File: config.mk
export PLATFORM = sky130hd
export DESIGN_NAME = tone_meter
export DESIGN_NICKNAME = d
export VERILOG_FILES = /design/src/rtl/tone_meter_pkg.sv /design/src/rtl/tm_edge_sync.sv /design/src/rtl/tm_gate_counter.sv /design/src/rtl/tm_quality.sv /design/src/rtl/tm_notone_timer.sv /design/src/rtl/tone_meter.sv
export SDC_FILE = /design/constraint.sdc
export NUM_CORES = 1
export LEC_CHECK = 0
export BUFFER_PORTS_ARGS = -buffer_cell sky130_fd_sc_hd__buf_2
export CAP_MARGIN = 10
export CELL_PAD_IN_SITES_DETAIL_PLACEMENT = 1
export CELL_PAD_IN_SITES_GLOBAL_PLACEMENT = 2
export CORE_UTILIZATION = 30
export CTS_CLUSTER_DIAMETER = 80
export DETAILED_ROUTE_END_ITERATION = 16
export PLACE_DENSITY_LB_ADDON = 0.08
export SLEW_MARGIN = 5
export SYNTH_ARGS = -nofsm -noshare
export SYNTH_HDL_FRONTEND = slang
export SYNTH_SLANG_ARGS = --single-unit
File: constraint.sdc
create_clock -name clk -period 9.6 [get_ports clk]
set_clock_uncertainty 0.15 [all_clocks]
set_input_delay 2.88 -clock clk [delete_from_list [all_inputs] [get_ports clk]]
set_output_delay 2.88 -clock clk [all_outputs]
set_load 0.02 [all_outputs]
File: src/rtl/tone_meter_pkg.sv
package tone_meter_pkg;

  typedef enum logic [1:0] {
    BAND_LOW  = 2'd0,
    BAND_MID  = 2'd1,
    BAND_HIGH = 2'd2,
    BAND_ALT  = 2'd3
  } band_e;

  // Shift applied to the base cycle count; the spare code aliases the high band.
  function automatic int unsigned band_shift(band_e b);
    case (b)
      BAND_LOW: return 0;
      BAND_MID: return 1;
      default:  return 2;
    endcase
  endfunction

endpackage

File: src/rtl/tm_edge_sync.sv
module tm_edge_sync #(
  parameter int STAGES = 2
) (
  input  logic clk,
  input  logic rst_n,
  input  logic d_i,
  output logic rise_o
);
  // sh[0..STAGES-1] synchronise, sh[STAGES] is the delayed copy for edge detect
  logic [STAGES:0] sh;

  for (genvar g = 0; g <= STAGES; g++) begin : g_stage
    if (g == 0) begin : g_first
      always_ff @(posedge clk or negedge rst_n) begin
        if (!rst_n) sh[0] <= 1'b0;
        else        sh[0] <= d_i;
      end
    end else begin : g_next
      always_ff @(posedge clk or negedge rst_n) begin
        if (!rst_n) sh[g] <= 1'b0;
        else        sh[g] <= sh[g-1];
      end
    end
  end

  assign rise_o = sh[STAGES-1] & ~sh[STAGES];

endmodule

File: src/rtl/tm_gate_counter.sv
module tm_gate_counter
  import tone_meter_pkg::*;
#(
  parameter int CNT_W     = 16,
  parameter int NCYC_BASE = 4,
  parameter int LIM_HI    = 51609
) (
  input  logic             clk,
  input  logic             rst_n,
  input  logic             rise_i,
  input  band_e            band_i,
  output logic             win_done_o,
  output logic [CNT_W:0]   win_cnt_o,
  output logic             win_abort_o
);
  localparam int EDGE_W = $clog2(NCYC_BASE * 4 + 1);
  localparam logic [CNT_W:0] HI_V = (CNT_W + 1)'(LIM_HI);

  logic              armed_q;
  logic [EDGE_W-1:0] edges_q;
  logic [CNT_W:0]    cnt_q;
  logic [EDGE_W-1:0] last_edge;

  // number of edges inside one window, minus one
  assign last_edge = (EDGE_W'(NCYC_BASE) << band_shift(band_i)) - EDGE_W'(1);

  always_ff @(posedge clk or negedge rst_n) begin
    if (!rst_n) begin
      armed_q     <= 1'b0;
      edges_q     <= '0;
      cnt_q       <= '0;
      win_done_o  <= 1'b0;
      win_cnt_o   <= '0;
      win_abort_o <= 1'b0;
    end else begin
      win_done_o  <= 1'b0;
      win_abort_o <= 1'b0;
      if (!armed_q) begin
        if (rise_i) begin
          armed_q <= 1'b1;
          cnt_q   <= (CNT_W + 1)'(1);
          edges_q <= '0;
        end
      end else if (rise_i) begin
        if (edges_q == last_edge) begin
          win_done_o <= 1'b1;
          win_cnt_o  <= cnt_q;
          cnt_q      <= (CNT_W + 1)'(1);
          edges_q    <= '0;
        end else begin
          edges_q <= edges_q + 1'b1;
          cnt_q   <= cnt_q + 1'b1;
        end
      end else if (cnt_q > HI_V) begin
        armed_q     <= 1'b0;
        win_abort_o <= 1'b1;
      end else begin
        cnt_q <= cnt_q + 1'b1;
      end
    end
  end

  // an abandoned window never also closes in the same cycle
  assert_abort_excl_R10: assert property (@(posedge clk) disable iff (!rst_n)
    !(win_abort_o && win_done_o));

endmodule

File: src/rtl/tm_quality.sv
module tm_quality #(
  parameter int CNT_W  = 16,
  parameter int LIM_LO = 10752,
  parameter int LIM_HI = 51609,
  parameter int TOL_SH = 5
) (
  input  logic             clk,
  input  logic             rst_n,
  input  logic             win_done_i,
  input  logic [CNT_W:0]   win_cnt_i,
  input  logic             win_abort_i,
  output logic             acc_o,
  output logic [CNT_W-1:0] acc_cnt_o
);
  localparam logic [CNT_W:0] LO_V = (CNT_W + 1)'(LIM_LO);
  localparam logic [CNT_W:0] HI_V = (CNT_W + 1)'(LIM_HI);

  logic [CNT_W:0] prev_q;
  logic           prev_ok_q;
  logic           in_rng;
  logic [CNT_W:0] diff;
  logic           coherent;

  always_comb begin
    in_rng   = (win_cnt_i >= LO_V) && (win_cnt_i <= HI_V);
    diff     = (win_cnt_i > prev_q) ? (win_cnt_i - prev_q) : (prev_q - win_cnt_i);
    coherent = prev_ok_q && (diff <= (prev_q >> TOL_SH));
  end

  always_ff @(posedge clk or negedge rst_n) begin
    if (!rst_n) begin
      prev_q    <= '0;
      prev_ok_q <= 1'b0;
      acc_o     <= 1'b0;
      acc_cnt_o <= '0;
    end else begin
      acc_o <= 1'b0;
      if (win_abort_i) begin
        prev_ok_q <= 1'b0;
      end else if (win_done_i) begin
        if (in_rng) begin
          acc_o     <= coherent;
          acc_cnt_o <= win_cnt_i[CNT_W-1:0];
          prev_q    <= win_cnt_i;
          prev_ok_q <= 1'b1;
        end else begin
          prev_ok_q <= 1'b0;
        end
      end
    end
  end

  // every accepted count lies within the band limits
  assert_acc_in_range_R3: assert property (@(posedge clk) disable iff (!rst_n)
    acc_o |-> ((CNT_W + 1)'(acc_cnt_o) >= LO_V) && ((CNT_W + 1)'(acc_cnt_o) <= HI_V));

  // an acceptance is always caused by a window closing one cycle earlier
  assert_acc_from_window_R4: assert property (@(posedge clk) disable iff (!rst_n)
    acc_o |-> $past(win_done_i));

endmodule

File: src/rtl/tm_notone_timer.sv
module tm_notone_timer #(
  parameter int PER_W    = 8,
  parameter int TICK_CYC = 40320
) (
  input  logic             clk,
  input  logic             rst_n,
  input  logic             load_i,
  input  logic [PER_W-1:0] load_val_i,
  input  logic             reload_i,
  output logic             expire_o
);
  localparam int PRE_W = (TICK_CYC > 1) ? $clog2(TICK_CYC) : 1;
  localparam logic [PRE_W-1:0] PRE_MAX = PRE_W'(TICK_CYC - 1);

  logic [PER_W-1:0] per_q;
  logic [PER_W-1:0] tmr_q;
  logic [PRE_W-1:0] pre_q;

  always_ff @(posedge clk or negedge rst_n) begin
    if (!rst_n) begin
      per_q    <= '0;
      tmr_q    <= '0;
      pre_q    <= '0;
      expire_o <= 1'b0;
    end else begin
      expire_o <= 1'b0;
      if (load_i) begin
        per_q <= load_val_i;
        tmr_q <= load_val_i;
        pre_q <= '0;
      end else if (reload_i) begin
        tmr_q <= per_q;
        pre_q <= '0;
      end else if (tmr_q != '0) begin
        if (pre_q == PRE_MAX) begin
          pre_q    <= '0;
          tmr_q    <= tmr_q - 1'b1;
          expire_o <= (tmr_q == PER_W'(1));
        end else begin
          pre_q <= pre_q + 1'b1;
        end
      end
    end
  end

  // expiry is a single-cycle pulse and leaves the timer stopped
  assert_expire_pulse_R9: assert property (@(posedge clk) disable iff (!rst_n)
    expire_o |=> !expire_o);
  assert_expire_stopped_R9: assert property (@(posedge clk) disable iff (!rst_n)
    expire_o |-> (tmr_q == '0));

  // a load restarts the timer from the loaded value
  assert_load_restart_R7: assert property (@(posedge clk) disable iff (!rst_n)
    load_i |=> (tmr_q == $past(load_val_i)) && (pre_q == '0));

endmodule

File: src/rtl/tone_meter.sv
module tone_meter
  import tone_meter_pkg::*;
#(
  parameter int CNT_W       = 16,
  parameter int NCYC_BASE   = 4,
  parameter int LIM_LO      = 10752,
  parameter int LIM_HI      = 51609,
  parameter int TOL_SH      = 5,
  parameter int TICK_CYC    = 40320,
  parameter int PER_W       = 8,
  parameter int SYNC_STAGES = 2
) (
  input  logic             clk,
  input  logic             rst_n,
  input  logic             zc_in,
  input  logic [1:0]       band_sel,
  input  logic             nt_load,
  input  logic [PER_W-1:0] nt_period,
  output logic             res_valid,
  input  logic             res_ready,
  output logic [CNT_W-1:0] res_data,
  output logic             meas_done,
  output logic             nt_expire
);
  logic             rise;
  logic             win_done;
  logic [CNT_W:0]   win_cnt;
  logic             win_abort;
  logic             acc;
  logic [CNT_W-1:0] acc_cnt;

  tm_edge_sync #(.STAGES(SYNC_STAGES)) sync_i (
    .clk(clk), .rst_n(rst_n), .d_i(zc_in), .rise_o(rise)
  );

  tm_gate_counter #(.CNT_W(CNT_W), .NCYC_BASE(NCYC_BASE), .LIM_HI(LIM_HI)) gate_i (
    .clk(clk), .rst_n(rst_n), .rise_i(rise), .band_i(band_e'(band_sel)),
    .win_done_o(win_done), .win_cnt_o(win_cnt), .win_abort_o(win_abort)
  );

  tm_quality #(.CNT_W(CNT_W), .LIM_LO(LIM_LO), .LIM_HI(LIM_HI), .TOL_SH(TOL_SH)) qual_i (
    .clk(clk), .rst_n(rst_n), .win_done_i(win_done), .win_cnt_i(win_cnt),
    .win_abort_i(win_abort), .acc_o(acc), .acc_cnt_o(acc_cnt)
  );

  tm_notone_timer #(.PER_W(PER_W), .TICK_CYC(TICK_CYC)) timer_i (
    .clk(clk), .rst_n(rst_n), .load_i(nt_load), .load_val_i(nt_period),
    .reload_i(acc), .expire_o(nt_expire)
  );

  assign meas_done = acc;

  // single-entry result slot; a full, unaccepted slot keeps its value
  always_ff @(posedge clk or negedge rst_n) begin
    if (!rst_n) begin
      res_valid <= 1'b0;
      res_data  <= '0;
    end else begin
      if (res_valid && res_ready) res_valid <= 1'b0;
      if (acc && (!res_valid || res_ready)) begin
        res_valid <= 1'b1;
        res_data  <= acc_cnt;
      end
    end
  end

  // a stalled result holds valid and data
  assert_hold_valid_R6: assert property (@(posedge clk) disable iff (!rst_n)
    (res_valid && !res_ready) |=> res_valid && $stable(res_data));

  // completion strobes are single-cycle
  assert_done_pulse_R5: assert property (@(posedge clk) disable iff (!rst_n)
    meas_done |=> !meas_done);

endmodule

==> results of run 1 <==
==> flip-flops by register name, summed over array words and instances, names as in the netlist, 2 cells and up <==
| register | flops |
|---|---|
| gate_i.cnt_q | 17 |
| gate_i.edges_q | 5 |
| sync_i.sh | 3 |
| timer_i.pre_q | 16 |
| timer_i.tmr_q | 8 |
| timer_i.per_q | 8 |
| gate_i.win_cnt_o | 17 |
| res_data | 16 |
| qual_i.acc_cnt_o | 15 |
| qual_i.prev_q | 2 |
==> synth_stat cells (4+ instances only) <==
cell / instances / area [sq um]
o31ai_1: 7 / 52.6
nand2_1: 119 / 447
mux2i_1: 5 / 50.1
nand2b_1: 7 / 43.8
or3_1: 5 / 31.3
a21oi_1: 54 / 270
ha_1: 52 / 651
nand3_1: 35 / 175
xnor2_1: 19 / 166
nor3_1: 18 / 90.1
o211ai_1: 8 / 60.1
nor4_1: 4 / 25.0
nor2b_1: 10 / 62.6
xor2_1: 19 / 166
dfrtp_1: 114 / 2850
a21o_1: 14 / 105
nor2_1: 58 / 218
o21a_1: 4 / 30.0
nand4_1: 11 / 68.8
buf_2: 6 / 30.0
clkbuf_1: 27 / 101
nand4b_1: 4 / 35.0
a211oi_1: 5 / 37.5
mux2_2: 8 / 90.1
inv_1: 50 / 188
and4_1: 4 / 35.0
and3_1: 10 / 62.6
o21ai_0: 96 / 480
==> layer usage <==
layer	up-vias	GRT usage [%]
met5	-	0
li1	2953	-
met3	24	3.30
met2	66	28.8
met1	3032	25.0
met4	0	5.88
==> cell type report <==
| class | count | area [sq um] | area share [%] |
|---|---|---|---|
| Clock inverter | 14 | 210 | 2.54 |
| Timing Repair Buffer | 37 | 198 | 2.39 |
| Clock buffer | 18 | 439 | 5.31 |
| Inverter | 50 | 188 | 2.27 |
| Multi-Input combinational cell | 633 | 3980 | 48.1 |
| Sequential cell | 114 | 2850 | 34.5 |
| Tap cell | 319 | 399 | 4.83 |
==> critical path: cells and delay by family (launching register included) <==
family                     cells  cell delay [ps]
and+or+nand+nor                8             2020
adders and majority gates      2              850
xor gates and xnor gates       1              140
DFF                            1              440
AOI/OAI and AO/OA              7             1120
muxes                          1              280
==> worst max-delay path by stage <==
stage | from | end | slack (ps) | cells after the start
after floorplan | band_sel[1] | gate_i.cnt_q[10] | 4940 | 7
after global placement | band_sel[1] | gate_i.cnt_q[11] | 4110 | 8
after detailed placement | band_sel[1] | gate_i.cnt_q[11] | 4050 | 8
after CTS | gate_i.win_cnt_o[13] | qual_i.acc_o | 4490 | 19
after global routing | qual_i.acc_cnt_o[13] | qual_i.acc_o | 4140 | 21
final | gate_i.win_cnt_o[13] | qual_i.acc_o | 4470 | 19
==> logic make-up after synthesis <==
family | synth area share, %
and+or+nand+nor | 20.6
AOI/OAI and AO/OA | 18.4
DFF | 39.7
buffers and inverters | 4.96
adders and majority gates | 9.61
xor gates and xnor gates | 4.63
muxes | 2.11
==> where the power goes <==
| part | total (mW) | switching, mW | internal [mW] |
|---|---|---|---|
| sequential | 0.569 | 0.0518 | 0.517 |
| combinational | 0.165 | 0.0948 | 0.0704 |
| clock | 0.704 | 0.238 | 0.466 |
==> results.yml, run 1 <==
worst_setup_path:
  crit_slowest_cell: "ha_1"
  r2r_cells: 19
  cp_cell_sequence: "ha_1 -> and3_1 -> and2_1 -> nand2_1 -> or4_4 -> o21a_1 -> nand2_2 -> mux2i_1 -> xnor2_1 -> ha_1 -> and4_1 -> a21oi_1 -> a21oi_1 -> nor3_1 -> o311a_1 -> o211ai_1 -> nor3_1 -> a221oi_1 -> a211oi_1"
  start_kind: "register"
  r2r_start: "gate_i.win_cnt_o[13]"
  cp_max_fo: 19
  critPathCaptureType: "register"
  critical_path_arrival_ps: 5300
  worstReg2RegEnd: "qual_i.acc_o"
  r2r_slack_ps: 4470
  cp_slowest_stage_delay_ps: 580
  critPathRequiredTime_ps: 9770
  crit_type: "reg2reg"
clocking:
  cts.repair.resized: 0
  clock_path_buffers: 2
  post_cts_buffers: 0
  path_clk_slew_ps: 60
  tritoncts: "yes"
  hold_buffers: 0
  root_buffer: "clkbuf_16"
  cts_sinks: 114
  h-tree-depth: 4
  cts_inserted_buffers: 17
  clk_latency_ps: 420
synth:
  async_flop_share_pct: 100
  synth-edff-count: 0
  syn-num-nets: 904
  synth_cell_types: 69
  yosysWarningCount: 0
  synth.yosys.seq_area_share_pct: 39.7
  syn_area_per_cell_sq_um: 8.60
  synthFlopType: "dfrtp_1"
  syn_area_sq_um: 7180
  syn-instance-count: 835
  synth-seq-cells: 114
power:
  total_power_mw: 1.44
  powerDensity_nw_per_um2: 174
  ir_drop_v: 0.0000985
  leakage_nw: 3.66
global_routing:
  gr-total-overflow: 0
  grt_max_degree: 67
  grt_pass1_wl_um: 34500
  grt_pass1_vias: 6190
  grt_usage_pct: 18.2
  grt_antenna_before_repair: 0
drt:
  drc: 0
  wl_met2_um: 9700
  drt_wl_total_um: 21100
  top_layer_used: "met4"
  drtPass1Iterations: 5
  ant_nets: 0
  num_vias: 6075
  wl_per_cell_um: 17.8
  dr_wl_met3_um: 462
  drt-met1-wl_um: 10500
  via_per_inst: 5.13
  drt_iter0_markers: 241
floorplanning:
  die-width_um: 157
  rows: 56
  initial_utilization_pct: 30.6
  coreArea_sq_um: 23500
  boundaryPins: 34
  die_height_um: 157
  die_area_sq_um: 24600
timing:
  slew_violations: 0
  finalSetupViolCount: 0
  rsz0062_at_grt: "false"
  relSlewSlack_pct: 22.6
  fin_ws_ps: 4470
  period_share_pct: 53.4
  whs_ps: 205
  fin_setup_tns_ps: 0
  clock.fmax_mhz: 195
  finalHoldViolations: 0
  min_period_ps: 5130
  tightest_slew_ps: 1160
placed_design:
  postPlaceCellArea_sq_um: 7610
  portBuffers: 33
  post-place-ws_ps: 4050
  routabilityCongestion: 0.787
  dp_cells: 1153
  hpwl_um: 15700
finish:
  nets: 922
  syn_to_final_growth_pct: 15.0
  fill_cells: 2770
  fin_util_pct: 35.2
  mostFrequentLayoutCell: "nand2_1"
  drive_gt1_share_pct: 10.4
  finalNonFillerCells: 1185
  final_cell_mix: "nand2_1 (119), dfrtp_1 (114), o21ai_0 (96), nor2_1 (57), a21oi_1 (54)"
  finalInstanceArea_sq_um: 8260
  n_antenna_cell: 0
min_path:
  min_to: "sync_i.sh[1]"
  worstHoldPathCells: 0
  min-delay-start: "sync_i.sh[0]"
  hold_path_class: "reg2reg"
status:
  run_status: "complete, no violations"
job:
  drv_cap: 0
Power figures use the tool's default switching activity.
==> run 2: changes to the inputs <==
--- a/config.mk
+++ b/config.mk
@@ -5,6 +5,7 @@
 export SDC_FILE = /design/constraint.sdc
 export NUM_CORES = 1
 export LEC_CHECK = 0
+export ABC_AREA = 1
 export BUFFER_PORTS_ARGS = -buffer_cell sky130_fd_sc_hd__buf_2
 export CAP_MARGIN = 10
 export CELL_PAD_IN_SITES_DETAIL_PLACEMENT = 1
==> constraint.sdc (replaced) <==
create_clock -name clk -period 4.3 [get_ports clk]
set_clock_uncertainty 0.15 [all_clocks]
set_input_delay 1.29 -clock clk [delete_from_list [all_inputs] [get_ports clk]]
set_output_delay 1.29 -clock clk [all_outputs]
set_load 0.02 [all_outputs]
==> results.yml, run 2 <==
status:
  run_status: "complete, no violations"
clocking:
  root_buffer: "clkbuf_16"
  tritoncts: "yes"
  post_cts_buffers: 0
  clock_path_buffers: 2
  h-tree-depth: 4
  path_clk_slew_ps: 60
  hold_buffers: 0
  cts.repair.resized: 0
  clk_latency_ps: 420
  cts_inserted_buffers: 17
  cts_sinks: 114
synth:
  syn_area_per_cell_sq_um: 7.25
  synth-seq-cells: 114
  synth.yosys.seq_area_share_pct: 38.0
  ys_top_cells_by_area: "dfrtp_1 (38%), nand2_1 (14%), ha_1 (8.7%), inv_1 (7.3%), o21ai_0 (5.6%)"
  syn-instance-count: 1036
  yosysMostFrequentCell: "nand2_1"
  yosys-top-cells-count: "nand2_1 (286), inv_1 (146), dfrtp_1 (114)"
  synthFlopType: "dfrtp_1"
  synth_top_area_cell: "dfrtp_1"
  syn_area_sq_um: 7510
  synth_cell_types: 40
  yosysWarningCount: 0
  synth_top_area_share_pct: 38.0
  async_flop_share_pct: 100
  syn-num-nets: 1105
  synth-edff-count: 0
min_path:
  hold_path_class: "reg2reg"
  worstHoldPathCells: 0
  min_to: "sync_i.sh[1]"
  min-delay-start: "sync_i.sh[0]"
drt:
  drt_wl_total_um: 23400
  drt_iter0_markers: 293
  num_vias: 6669
  drtPass1Iterations: 6
  via_per_inst: 4.73
  ant_nets: 0
  drc: 0
  wl_per_cell_um: 16.6
worst_setup_path:
  cp.buffers_inverters: 2
  start_kind: "register"
  crit_slowest_cell: "ha_1"
  startpoint: "qual_i.acc_cnt_o[11]"
  critical_path_arrival_ps: 3950
  crit_type: "reg2reg"
  cp_slowest_stage_delay_ps: 450
  critPathRequiredTime_ps: 4490
  cpMostUsedCell: "nand2_1"
  r2r_start: "qual_i.acc_cnt_o[11]"
  cp_cell_sequence: "inv_1 -> ha_1 -> nand2_1 -> nor2_2 -> nand2_1 -> nor2_1 -> nand2_2 -> nand2_4 -> nand2_1 -> o21ai_1 -> xor2_1 -> inv_1 -> ha_1 -> a21oi_1 -> nor2_1 -> a211oi_1 -> nand2_1 -> nand2_1 -> nand2_1 -> nand2_1 -> nand2_1 -> nand2_1 -> nand2_1 -> nor2_1"
  r2r_cells: 24
  worstReg2RegEnd: "qual_i.acc_o"
  cp_top_family: "simple AND/OR/NAND/NOR gates"
  critPathCaptureType: "register"
  cp_max_fo: 16
  r2r_slack_ps: 540
timing:
  relSlewSlack_pct: 31.9
  period_share_pct: 87.5
  fin_setup_tns_ps: 0
  clock.fmax_mhz: 266
  min_period_ps: 3760
  finalSetupViolCount: 0
  rsz0062_at_grt: "false"
  tightest_slew_ps: 1020
  finalHoldViolations: 0
  slew_violations: 0
finish:
  drive_gt1_share_pct: 9.59
  n_antenna_cell: 0
  final_cell_mix: "nand2_1 (286), inv_1 (146), dfrtp_1 (114), o21ai_0 (84), nor2_1 (77)"
  top_regs: "gate_i.cnt_q x17, gate_i.win_cnt_o x17"
  fin_util_pct: 35.2
  nets: 1141
  mostFrequentLayoutCell: "nand2_1"
  syn_to_final_growth_pct: 14.8
  finalNonFillerCells: 1409
floorplanning:
  die_area_sq_um: 25700
  die-width_um: 160
  boundaryPins: 34
  die_height_um: 160
  initial_utilization_pct: 30.7
  coreArea_sq_um: 24500
  rows: 57
global_routing:
  grt_max_degree: 45
  grt_pass1_wl_um: 38100
  grt_pass1_vias: 6746
  grt_antenna_before_repair: 0
  gr-total-overflow: 0
  grt_usage_pct: 19.1
placed_design:
  hpwl_um: 18300
  portBuffers: 33
  dp_cells: 1377
  routabilityCongestion: 0.834
power:
  leakage_nw: 4.28
  ir_drop_v: 0.000215
  powerDensity_nw_per_um2: 623
job:
  drv_cap: 0
-- run 2: cell types whose count changed in the layout (fill, tap and decap cells not counted), sizes merged, moves of 9 or more --
cell	before	now
a21o	14	0
a21oi	55	69
inv	51	157
mux2	9	0
nand2	120	296
nor2	58	84
nor2b	10	0
xnor2	19	7
-- run 2: worst reg2reg max path, delay by kind of cell, from the launching register on --
kind	cells	cell delay [ps]
AND/OR/NAND/NOR	16	1590
adder cells (fa/ha/maj)	2	740
XOR/XNOR	1	190
buffers and inverters	2	180
AO/OA/AOI/OAI	3	470
flip-flops	1	370
-- run 2: metal layers --
layer	track usage [%]	up-vias	part of all wire, %
met4	4.37	0	0.76
met2	29.1	76	44
met5	0	-	0
met1	28.3	3176	53
li1	-	3405	-
met3	2.70	12	2.2
-- run 2: through the flow --
stage	total power, mW	worst slack, ps	cell area, sq um	hold slack [ps]
final	5.37	538	8620	215
after global routing	5.85	67.7	8620	229
after CTS	5.45	424	8610	220
after detailed placement	3.99	449	8030	194
after global placement	3.99	438	8030	197
after floorplan	3.26	1180	7510	181
-- run 2: where the power goes --
part | switching, mW | internal, mW | total [mW]
logic | 1.60 | 0.861 | 2.46
clock network | 0.562 | 0.857 | 1.42
registers | 0.217 | 1.27 | 1.49
total | 2.38 | 2.99 | 5.37
-- run 2: cell type report --
class                   instances  area, sq um
fillers                      3058        15800
multi-input cells             741         3940
flip-flops and latches        114         2850
inverters                     157          589
clock buffers                  17          425
well taps                     324          405
repair buffers                 41          240
clock inverters                15          160
-- run 2: how the worst max path moves through the flow --
stage	end	slack, ps	cells past startpoint
6_report	qual_i.acc_o	540	24
3_5_place_dp	qual_i.acc_o	450	24
2_1_floorplan	qual_i.acc_o	1180	29
3_3_place_gp	qual_i.acc_o	440	24
5_1_grt	qual_i.acc_o	70	26
4_1_cts	qual_i.acc_o	420	24
-- run 2: logic make-up after synthesis --
family,Yosys count,synth area share (%)
AND/OR/NAND/NOR,466,26.1
adder cells (fa/ha/maj),54,9.20
buffers and inverters,181,9.63
AO/OA/AOI/OAI,195,14.1
flip-flops,114,38.0
XOR/XNOR,26,3.03
